## src/rtl/swc_pkg.sv

```systemverilog
package swc_pkg;
  typedef enum logic [1:0] {
    SWC_RUN       = 2'd0,
    SWC_HALT_PEND = 2'd1,
    SWC_ASLEEP    = 2'd2
  } swc_state_e;
endpackage

```

## src/rtl/swc_rst_sync.sv

```systemverilog
module swc_rst_sync #(
  parameter int STAGES = 2
) (
  input  logic clk,
  input  logic arst_n,
  output logic srst_n
);
  logic [STAGES-1:0] chain_q;
  logic [STAGES-1:0] chain_d;

  always_comb begin
    chain_d = {chain_q[STAGES-2:0], 1'b1};
  end

  always_ff @(posedge clk or negedge arst_n) begin
    if (!arst_n) chain_q <= '0;
    else         chain_q <= chain_d;
  end

  assign srst_n = chain_q[STAGES-1];
endmodule

```

## src/rtl/swc_sync_bit.sv

```systemverilog
module swc_sync_bit #(
  parameter int   STAGES  = 2,
  parameter logic RST_VAL = 1'b1
) (
  input  logic clk,
  input  logic rst_n,
  input  logic d,
  output logic q
);
  logic [STAGES-1:0] sr_q;
  logic [STAGES-1:0] sr_d;

  always_comb begin
    sr_d = {sr_q[STAGES-2:0], d};
  end

  always_ff @(posedge clk or negedge rst_n) begin
    if (!rst_n) sr_q <= {STAGES{RST_VAL}};
    else        sr_q <= sr_d;
  end

  assign q = sr_q[STAGES-1];
endmodule

```

## src/rtl/swc_wake_detect.sv

```systemverilog
module swc_wake_detect #(
  parameter int NUM_RX      = 2,
  parameter int SYNC_STAGES = 2
) (
  input  logic              clk,
  input  logic              rst_n,
  input  logic              cs_n,
  input  logic [NUM_RX-1:0] rx,
  output logic              wake_req
);
  logic [NUM_RX-1:0] rx_s;
  logic [NUM_RX-1:0] rx_prev_q;
  logic [NUM_RX-1:0] fall;
  logic              cs_n_s;

  swc_sync_bit #(.STAGES(SYNC_STAGES), .RST_VAL(1'b1)) u_cs_sync (
    .clk(clk), .rst_n(rst_n), .d(cs_n), .q(cs_n_s)
  );

  for (genvar g = 0; g < NUM_RX; g++) begin : g_rx
    swc_sync_bit #(.STAGES(SYNC_STAGES), .RST_VAL(1'b1)) u_rx_sync (
      .clk(clk), .rst_n(rst_n), .d(rx[g]), .q(rx_s[g])
    );

    always_ff @(posedge clk or negedge rst_n) begin
      if (!rst_n) rx_prev_q[g] <= 1'b1;
      else        rx_prev_q[g] <= rx_s[g];
    end

    // recessive-to-dominant change only
    assign fall[g] = rx_prev_q[g] & ~rx_s[g];
  end

  assign wake_req = ~cs_n_s | (|fall);
endmodule

```

## src/rtl/swc_fsm.sv

```systemverilog
module swc_fsm
  import swc_pkg::*;
(
  input  logic clk,
  input  logic rst_n,
  input  logic sleep_en,
  input  logic wake_req,
  output logic osc_en,
  output logic inhibit,
  output logic wake
);
  swc_state_e state_q, state_d;
  logic       sleep_q;
  logic       wake_q, wake_d;

  always_comb begin
    state_d = state_q;
    wake_d  = 1'b0;
    unique case (state_q)
      SWC_RUN: begin
        // bit must be high on two consecutive edges; no re-entry during wake pulse
        if (sleep_q && sleep_en && !wake_q) state_d = SWC_HALT_PEND;
      end
      SWC_HALT_PEND: begin
        if (wake_req) begin
          state_d = SWC_RUN;
          wake_d  = 1'b1;
        end else begin
          state_d = SWC_ASLEEP;
        end
      end
      SWC_ASLEEP: begin
        if (wake_req) begin
          state_d = SWC_RUN;
          wake_d  = 1'b1;
        end
      end
      default: state_d = SWC_RUN;
    endcase
  end

  always_ff @(posedge clk or negedge rst_n) begin
    if (!rst_n) begin
      state_q <= SWC_RUN;
      sleep_q <= 1'b0;
      wake_q  <= 1'b0;
    end else begin
      state_q <= state_d;
      sleep_q <= sleep_en;
      wake_q  <= wake_d;
    end
  end

  assign inhibit = (state_q != SWC_RUN);
  assign osc_en  = (state_q != SWC_ASLEEP);
  assign wake    = wake_q;
endmodule

```

## src/rtl/sleep_wake_ctrl.sv

```systemverilog
module sleep_wake_ctrl #(
  parameter int SYNC_STAGES = 2,
  parameter int RST_STAGES  = 2
) (
  input  logic clk,
  input  logic rst_n,
  input  logic sleep_en_i,
  input  logic cs_n_i,
  input  logic rx0_i,
  input  logic rx1_i,
  output logic osc_en_o,
  output logic inhibit_o,
  output logic wake_o
);
  localparam int NUM_RX = 2;

  logic              srst_n;
  logic              wake_req;
  logic [NUM_RX-1:0] rx_vec;

  assign rx_vec = {rx1_i, rx0_i};

  swc_rst_sync #(.STAGES(RST_STAGES)) u_rst_sync (
    .clk(clk), .arst_n(rst_n), .srst_n(srst_n)
  );

  swc_wake_detect #(.NUM_RX(NUM_RX), .SYNC_STAGES(SYNC_STAGES)) u_detect (
    .clk(clk), .rst_n(srst_n), .cs_n(cs_n_i), .rx(rx_vec), .wake_req(wake_req)
  );

  swc_fsm u_fsm (
    .clk(clk), .rst_n(srst_n), .sleep_en(sleep_en_i), .wake_req(wake_req),
    .osc_en(osc_en_o), .inhibit(inhibit_o), .wake(wake_o)
  );
endmodule

```

## config.mk

```make
export PLATFORM = sky130hd
export DESIGN_NAME = sleep_wake_ctrl
export DESIGN_NICKNAME = d
export VERILOG_FILES = /design/src/rtl/swc_pkg.sv /design/src/rtl/swc_rst_sync.sv /design/src/rtl/swc_sync_bit.sv /design/src/rtl/swc_wake_detect.sv /design/src/rtl/swc_fsm.sv /design/src/rtl/sleep_wake_ctrl.sv
export SDC_FILE = /design/constraint.sdc
export NUM_CORES = 1
export LEC_CHECK = 0
export CAP_MARGIN = 40
export CELL_PAD_IN_SITES_DETAIL_PLACEMENT = 0
export CELL_PAD_IN_SITES_GLOBAL_PLACEMENT = 1
export CORE_AREA = 2 2 39 41
export CTS_BUF_LIST = sky130_fd_sc_hd__clkbuf_2 sky130_fd_sc_hd__clkbuf_4 sky130_fd_sc_hd__clkbuf_8
export DETAILED_ROUTE_END_ITERATION = 10
export DIE_AREA = 0 0 41 43
export DONT_BUFFER_PORTS = 1
export PLACE_DENSITY_LB_ADDON = 0.15
export SLEW_MARGIN = 40
export SYNTH_ARGS = -nofsm -noshare
export SYNTH_HDL_FRONTEND = slang
export SYNTH_SLANG_ARGS = --single-unit
```

## constraint.sdc

```tcl
create_clock -name clk -period 1.5 [get_ports clk]
set_input_delay 0.15 -clock clk [delete_from_list [all_inputs] [get_ports clk]]
set_output_delay 0.15 -clock clk [all_outputs]
set_load 0.02 [all_outputs]
```

---- Word level (Yosys, flattened, before mapping) ----
Index checks and enable logic that the tools add are counted.
word-level totals
  register bits after elaboration ......... 14
  input bits .............................. 6
  output and inout bits ................... 3
cells by class
  eq/ne operators ......................... 5
  multiplexer cells ....................... 6
  bitwise operators ....................... 6
  reductions and logical operators ........ 8
operators by type and width
  operator                                                count
  two-way mux 2 bit                                       3
  case mux 2 bit (3 select lines)                         1
  inequality test 2 bit (second input constant)           2
  OR reduction 2 bit                                      2
  NOT 1 bit                                               3
  bitwise AND 1 bit                                       2
  == test 2 x 1 -> 1 bit (second input constant)          1
  == test 2 bit (second input constant)                   1
  logical AND 1 bit                                       2
  zero test 2 bit                                         1
  two-way mux 1 bit                                       2
  inequality test 2 x 1 -> 1 bit (second input constant)  1
  AND reduction 2 bit                                     1
  nonzero test 2 bit                                      1
  zero test 1 bit                                         1
  bitwise OR 1 bit                                        1

---- Longest topological paths before layout ----
Gate-level depths: netlist of run 1.
  depth in word-level cells ............... 6
  gate-level depth with buffers ........... 5
  gate-level depth less buffers ........... 5

---- Cells and area by module ----
From an unflattened synthesis of run 1, not the netlist that was laid out.
second synthesis, totals
  cell total of the unflattened synthesis .. 32
  area, all modules ....................... 535.5 µm²
by module, submodules not included
  module           instances  cells each  area each (µm²)  sequential area each (µm²)
  swc_fsm          1          18          249.0            100.1
  swc_sync_bit     3          2           52.6             52.6
  swc_wake_detect  1          5           75.1             52.6
  swc_rst_sync     1          3           53.8             50.0

---- Worst setup path before layout of run 1 ----
Ideal clock, no wire load.
  kind .................................... flip-flop to flip-flop
  start point ............................. register u_fsm.state_q[0]
  end point ............................... register u_fsm.state_q[0]
  arrival ................................. 1,294 ps
  data required time ...................... 1,375 ps
  path slack .............................. 81 ps
  stages on the path, launching flop included .. 6
  period minus slack after synthesis ...... 1,419 ps
  cells stage by stage .................... dfrtp_1 -> inv_1 -> ha_1 -> and2_1 -> a32o_2 -> mux2_4
between the ends
  word-level cells in the longest chain between the ends .. 3
  elaborated cells on any way between the ends .. 7
  those cells by class .................... 4 x eq/ne; 1 x mux; 2 x reduce/logical
RTL lines
  what                                                                                             RTL line       RTL
  from (decl)                                                                                      swc_fsm.sv:12  swc_state_e state_q, state_d;
  from (signal assigned)                                                                           swc_fsm.sv:48  state_q <= state_d;
  == test 2 bit / zero test 2 bit (equally long branches)                                          swc_fsm.sv:19  unique case (state_q)
  inequality test 2 bit (no source line) / inequality test 2 x 1 -> 1 bit (equally long branches)  --
  AND reduction 2 bit (no source line)                                                             --
Parallel ways exist; a longest one is shown, timed or not.
A chain may end at the register's enable or synchronous reset.

---- Worst setup path in the final report of run 1 ----
  start point ............................. register u_fsm.state_q[1]
  end point ............................... register u_fsm.state_q[0]
Same word-level chain as after synthesis.

==> results of run 1 <==
sequential cells by signal, indices dropped and copies added (netlist names):
signal                        cells
u_fsm.sleep_q                     1
u_fsm.state_q                     2
u_detect.u_cs_sync.sr_q           2
u_detect.g_rx.u_rx_sync.sr_q      4
u_fsm.wake                        1
u_detect.rx_prev_q                2
u_rst_sync.chain_q                2
synthesized netlist by cell type:
master,instances,area [sq um]
nand2b_1,3,18.77
a22o_1,1,8.760
a32o_2,1,11.26
nand3b_1,1,7.510
mux2_4,1,15.01
and2_1,1,6.260
dfrtp_1,6,150.1
and3_1,1,6.260
a21oi_1,1,5.000
conb_1,1,3.750
nor2b_1,1,6.260
inv_1,4,15.01
dfstp_2,8,210.2
ha_1,4,50.05
per-layer routing:
metal	vias to the layer above	global-route usage (%)	share of wire [%]
li1	133	-	-
met1	128	12.28	48
met2	6	14.06	48
met3	2	3.141	3.2
met4	0	4.000	0.76
met5	-	0	0
kinds of logic after synthesis:
group | Yosys count | share of synthesized area (%)
flip-flops | 14 | 70.07
AND/OR/NAND/NOR | 7 | 8.762
multiplexers | 1 | 2.919
AO/OA/AOI/OAI | 3 | 4.865
adder cells (fa/ha/maj) | 4 | 9.733
buffers and inverters | 4 | 2.919
other | 1 | 0.7292
report_power, final:
part	internal, mW	switching [mW]
clock network	0.121	0.101
logic	0.188	0.180
registers	0.441	0.0307
how the worst max path moves through the flow:
stage	startpoint	to	depth (start not counted)
floorplan	u_fsm.state_q[0]$_DFFE_PN0P_	u_fsm.state_q[0]$_DFFE_PN0P_	5
global placement	u_fsm.state_q[0]$_DFFE_PN0P_	u_fsm.state_q[0]$_DFFE_PN0P_	5
detailed placement	u_fsm.state_q[0]$_DFFE_PN0P_	u_fsm.state_q[0]$_DFFE_PN0P_	5
CTS	u_fsm.state_q[0]$_DFFE_PN0P_	u_fsm.state_q[0]$_DFFE_PN0P_	5
global route	u_fsm.state_q[0]$_DFFE_PN0P_	u_fsm.state_q[0]$_DFFE_PN0P_	5
finish	u_fsm.state_q[1]$_DFFE_PN0P_	u_fsm.state_q[0]$_DFFE_PN0P_	4
critical path, cell delays in order, from the launching register on:
cell and delay [ns]:
dfrtp_1 0.41, ha_2 0.19, and2_1 0.13, a32o_2 0.28
mux2_4 0.29
final cells by class:
| cell class | instances | area (sq um) | share of cell area (%) |
|---|---|---|---|
| multi-input cells | 16 | 141.4 | 22.11 |
| well taps | 16 | 20.02 | 3.131 |
| repair buffers | 8 | 72.57 | 11.35 |
| inverters | 4 | 15.01 | 2.348 |
| flip-flops and latches | 14 | 360.3 | 56.36 |
| clock buffers | 4 | 30.03 | 4.697 |
stage by stage:
stage | utilization, % | setup slack [ns] | cell area, sq um | std cells | total power, mW
3_5_place_dp | 39.69 | 0.04305 | 549.3 | 52 | 0.8170
5_1_grt | 46.20 | 0.01254 | 639.4 | 62 | 1.141
2_1_floorplan | - | 0.08091 | 514.2 | 34 | 0.7304
4_1_cts | 45.48 | 0.02947 | 629.4 | 61 | 1.054
6_report | 46.20 | 0.07502 | 639.4 | 62 | 1.060
3_3_place_gp | 39.69 | 0.05498 | 549.3 | 52 | 0.8101
timing repair:
item,CTS,global route
gates resized for setup,0,1
hold endpoints to repair,6,0
setup endpoints to repair,0,1
hold buffers,5,0
buffers inserted,0,1
==> results_dict.tcl, run 1 <==
set metrics [dict create \
    hold_class "in -> async" \
    synth_nets 44 \
    r2r_slack_ns 0.08 \
    cp.arrival_ns 1.57 \
    gp_congestion 0.6895 \
    syn_to_final_growth_pct 24.33 \
    design.core.area_sq_um 1384 \
    worstSetupStartpointType "flip-flop" \
    ys_types 14 \
    worstRegToRegCells 4 \
    reg2reg_to "u_fsm.state_q[0]$_DFFE_PN0P_" \
    via_per_inst 4.339 \
    wirelength_microns 654 \
    cap_violations 0 \
    final_common_cell "dfstp_2" \
    clk_path_buf_depth 2 \
    die-area_sq_um 1763 \
    yosysWarnings 0 \
    finalSetupViolations 0 \
    clkTransAtPathRegs_ns 0.08 \
    syn-instance-count 34 \
    port_buffers 0 \
    grt_pass1_vias 289 \
    numCtsBuffers 3 \
    grt_use_total_pct 9.485 \
    clock_skew_ns 0.01113 \
    dpl.hpwl_microns 484.2 \
    grt_setup_unrepaired "false" \
    powerDensity_nw_per_um2 1659 \
    grt_pass1_wl_microns 1131 \
    path_max_fanout 3 \
    r2r-start "u_fsm.state_q[1]$_DFFE_PN0P_" \
    fmax_mhz 701.8 \
    grt-ovfl-total 0 \
    fin_nets 57 \
    grt_max_degree 13 \
    initial_utilization_pct 37.16 \
    irDropWorstVdd_uv 679.8 \
    drc 0 \
    holdWs_ns 0.1095 \
    num_vias 269 \
    drtPass1Iterations 2 \
    ant_nets 0 \
    drive_gt1_share_pct 39.13 \
    nFillCells 125 \
    slew_viol_final 0 \
    hold_viol_final 0 \
    status "completed" \
    antenna_found_initial 0 \
    die_y_microns 43 \
    drtIter0Drc 1 \
    crit_type "reg -> reg" \
    final_cell_mix "8 x dfstp_2, 6 x dfrtp_1, 5 x dlygate4sd3_1" \
    pin_count 9 \
    n_antenna_cell 0 \
    rows 14 \
    seq_area_frac_synth_pct 70.07 \
    wl_per_cell_microns 10.55 \
    dieWidth_microns 41 \
    worstPathRequired_ns 1.64 \
    clk_latency_ns 0.27 \
    fin_setup_tns_ns 0 \
    avgSynthCellArea_sq_um 15.12 \
    fin_crit_ns 1.425 \
    leakagePower_nw 0.2926 \
    cts_max_level 1 \
    yosys_register_bits 14 \
    end_kind "flip-flop" \
    cts_root_buf "clkbuf_4" \
    cts.sinks 14 \
    post-route-period-util_pct 95.00 \
    cts_tree "built" \
    mappedNetlistArea_sq_um 514.2 \
]
Note: power is estimated with default switching activity, not from simulation.
==> inputs of run 2 (changes only) <==
- CTS_BUF_LIST: sky130_fd_sc_hd__clkbuf_2 sky130_fd_sc_hd__clkbuf_4 sky130_fd_sc_hd__clkbuf_8 -> not set
==> results_dict.tcl, run 2 (synthesized netlist as in run 1, its figures left out) <==
set metrics [dict create \
    final_common_cell "dfstp_2" \
    leakagePower_nw 0.2892 \
    grt-ovfl-total 0 \
    status "completed" \
    hold_class "in -> async" \
    fin_setup_tns_ns 0 \
    numCtsBuffers 3 \
    worstPathRequired_ns 1.65 \
    total_power_mw 1.041 \
    gp_congestion 0.6895 \
    via_per_inst 4.323 \
    rows 14 \
    die_y_microns 43 \
    final_cell_mix "8 x dfstp_2, 6 x dfrtp_1, 5 x dlygate4sd3_1" \
    r2r-start "u_fsm.state_q[0]$_DFFE_PN0P_" \
    clock_skew_ns 0.007192 \
    nFillCells 128 \
    cts_max_level 1 \
    antenna_found_initial 0 \
    cpPeakStageDelay_ns 0.34 \
    dpl.hpwl_microns 484.2 \
    regMostFlops "u_detect.g_rx.u_rx_sync.sr_q" \
    drtIter0Drc 1 \
    path_max_fanout 3 \
    largest_reg_flops 4 \
    post-route-period-util_pct 94.97 \
    clk_latency_ns 0.27 \
    wirelength_microns 648 \
    fmax_mhz 702.0 \
    port_buffers 0 \
    n_antenna_cell 0 \
    place_worst_setup_slack_ns 0.04305 \
    clk_path_buf_depth 2 \
    wl_per_cell_microns 10.45 \
    powerDensity_nw_per_um2 1638 \
    worstRegToRegCells 5 \
    grt_use_total_pct 9.598 \
    cp.arrival_ns 1.57 \
    cts_tree "built" \
    grt_max_degree 13 \
    drtPass1Iterations 2 \
    worstSetupStartpointType "flip-flop" \
    utilization_pct 45.93 \
    cts_root_buf "clkbuf_4" \
    hold_viol_final 0 \
    cts.sinks 14 \
    worstPathCellList "inv_1, ha_2, and2_1, a32o_2, mux2_4" \
    finalSetupViolations 0 \
    grt_pass1_vias 285 \
    drive_gt1_share_pct 36.96 \
    ant_nets 0 \
    syn_to_final_growth_pct 23.60 \
    slew_viol_final 0 \
    cap_violations 0 \
    crit_slowest_cell "dfrtp_1" \
    clkTransAtPathRegs_ns 0.08 \
    drc 0 \
    r2r_slack_ns 0.08 \
    initial_utilization_pct 37.16 \
    dieWidth_microns 41 \
    die-area_sq_um 1763 \
    num_vias 268 \
    crit_type "reg -> reg" \
    end_kind "flip-flop" \
    grt_pass1_wl_microns 1117 \
    design.core.area_sq_um 1384 \
    cp_top_family "flip-flops" \
    grt_setup_unrepaired "false" \
    pin_count 9 \
    fin_crit_ns 1.424 \
    crit_buf_inv 1 \
    fin_nets 57 \
    reg2reg_to "u_fsm.state_q[0]$_DFFE_PN0P_" \
    irDropWorstVdd_uv 679.6 \
    layout_setup_ws_ns 0.07551 \
]
[run 2: through the flow]
step | area (sq um) | instances | hold slack [ns]
floorplan | 514.2 | 34 | -0.1456
CTS | 625.6 | 61 | 0.09551
global route | 635.6 | 62 | 0.1035
finish | 635.6 | 62 | 0.1058
detailed placement | 549.3 | 52 | -0.1456
global placement | 549.3 | 52 | -0.1455
[run 2: layer usage]
| layer | wire, microns | share of wire [%] | up-vias | global-route usage, % |
|---|---|---|---|---|
| met5 | 0 | 0 | - | 0 |
| li1 | - | - | 132 | - |
| met3 | 21 | 3.2 | 2 | 3.141 |
| met1 | 297 | 46 | 128 | 11.97 |
| met4 | 5 | 0.77 | 0 | 6.000 |
| met2 | 324 | 50 | 6 | 13.75 |
[run 2: where the power goes]
group          leakage [nW]  internal, mW  switching (mW)
registers             0.157         0.441          0.0309
clock network        0.0150         0.103           0.100
logic                 0.117         0.187           0.180
[run 2: cell type report]
cell class	instances	area (sq um)	area share (%)
clock buffers	4	26.28	4.134
multi-input cells	16	141.4	22.24
repair buffers	8	72.57	11.42
well taps	16	20.02	3.150
flip-flops and latches	14	360.3	56.69
inverters	4	15.01	2.362
[run 2: what timing repair did]
action / in CTS / in global routing
hold buffers: 5 / 0
endpoints found under the setup margin: 0 / 1
setup buffers: 0 / 1
resized for setup: 0 / 1
endpoints found under the hold margin: 6 / 0
[run 2: worst max-delay path by stage]
| stage | start | to | depth (start not counted) |
|---|---|---|---|
| floorplan | u_fsm.state_q[0]$_DFFE_PN0P_ | u_fsm.state_q[0]$_DFFE_PN0P_ | 5 |
| global placement | u_fsm.state_q[0]$_DFFE_PN0P_ | u_fsm.state_q[0]$_DFFE_PN0P_ | 5 |
| detailed placement | u_fsm.state_q[0]$_DFFE_PN0P_ | u_fsm.state_q[0]$_DFFE_PN0P_ | 5 |
| CTS | u_fsm.state_q[0]$_DFFE_PN0P_ | u_fsm.state_q[0]$_DFFE_PN0P_ | 5 |
| global route | u_fsm.state_q[0]$_DFFE_PN0P_ | u_fsm.state_q[0]$_DFFE_PN0P_ | 5 |
| finish | u_fsm.state_q[0]$_DFFE_PN0P_ | u_fsm.state_q[0]$_DFFE_PN0P_ | 5 |
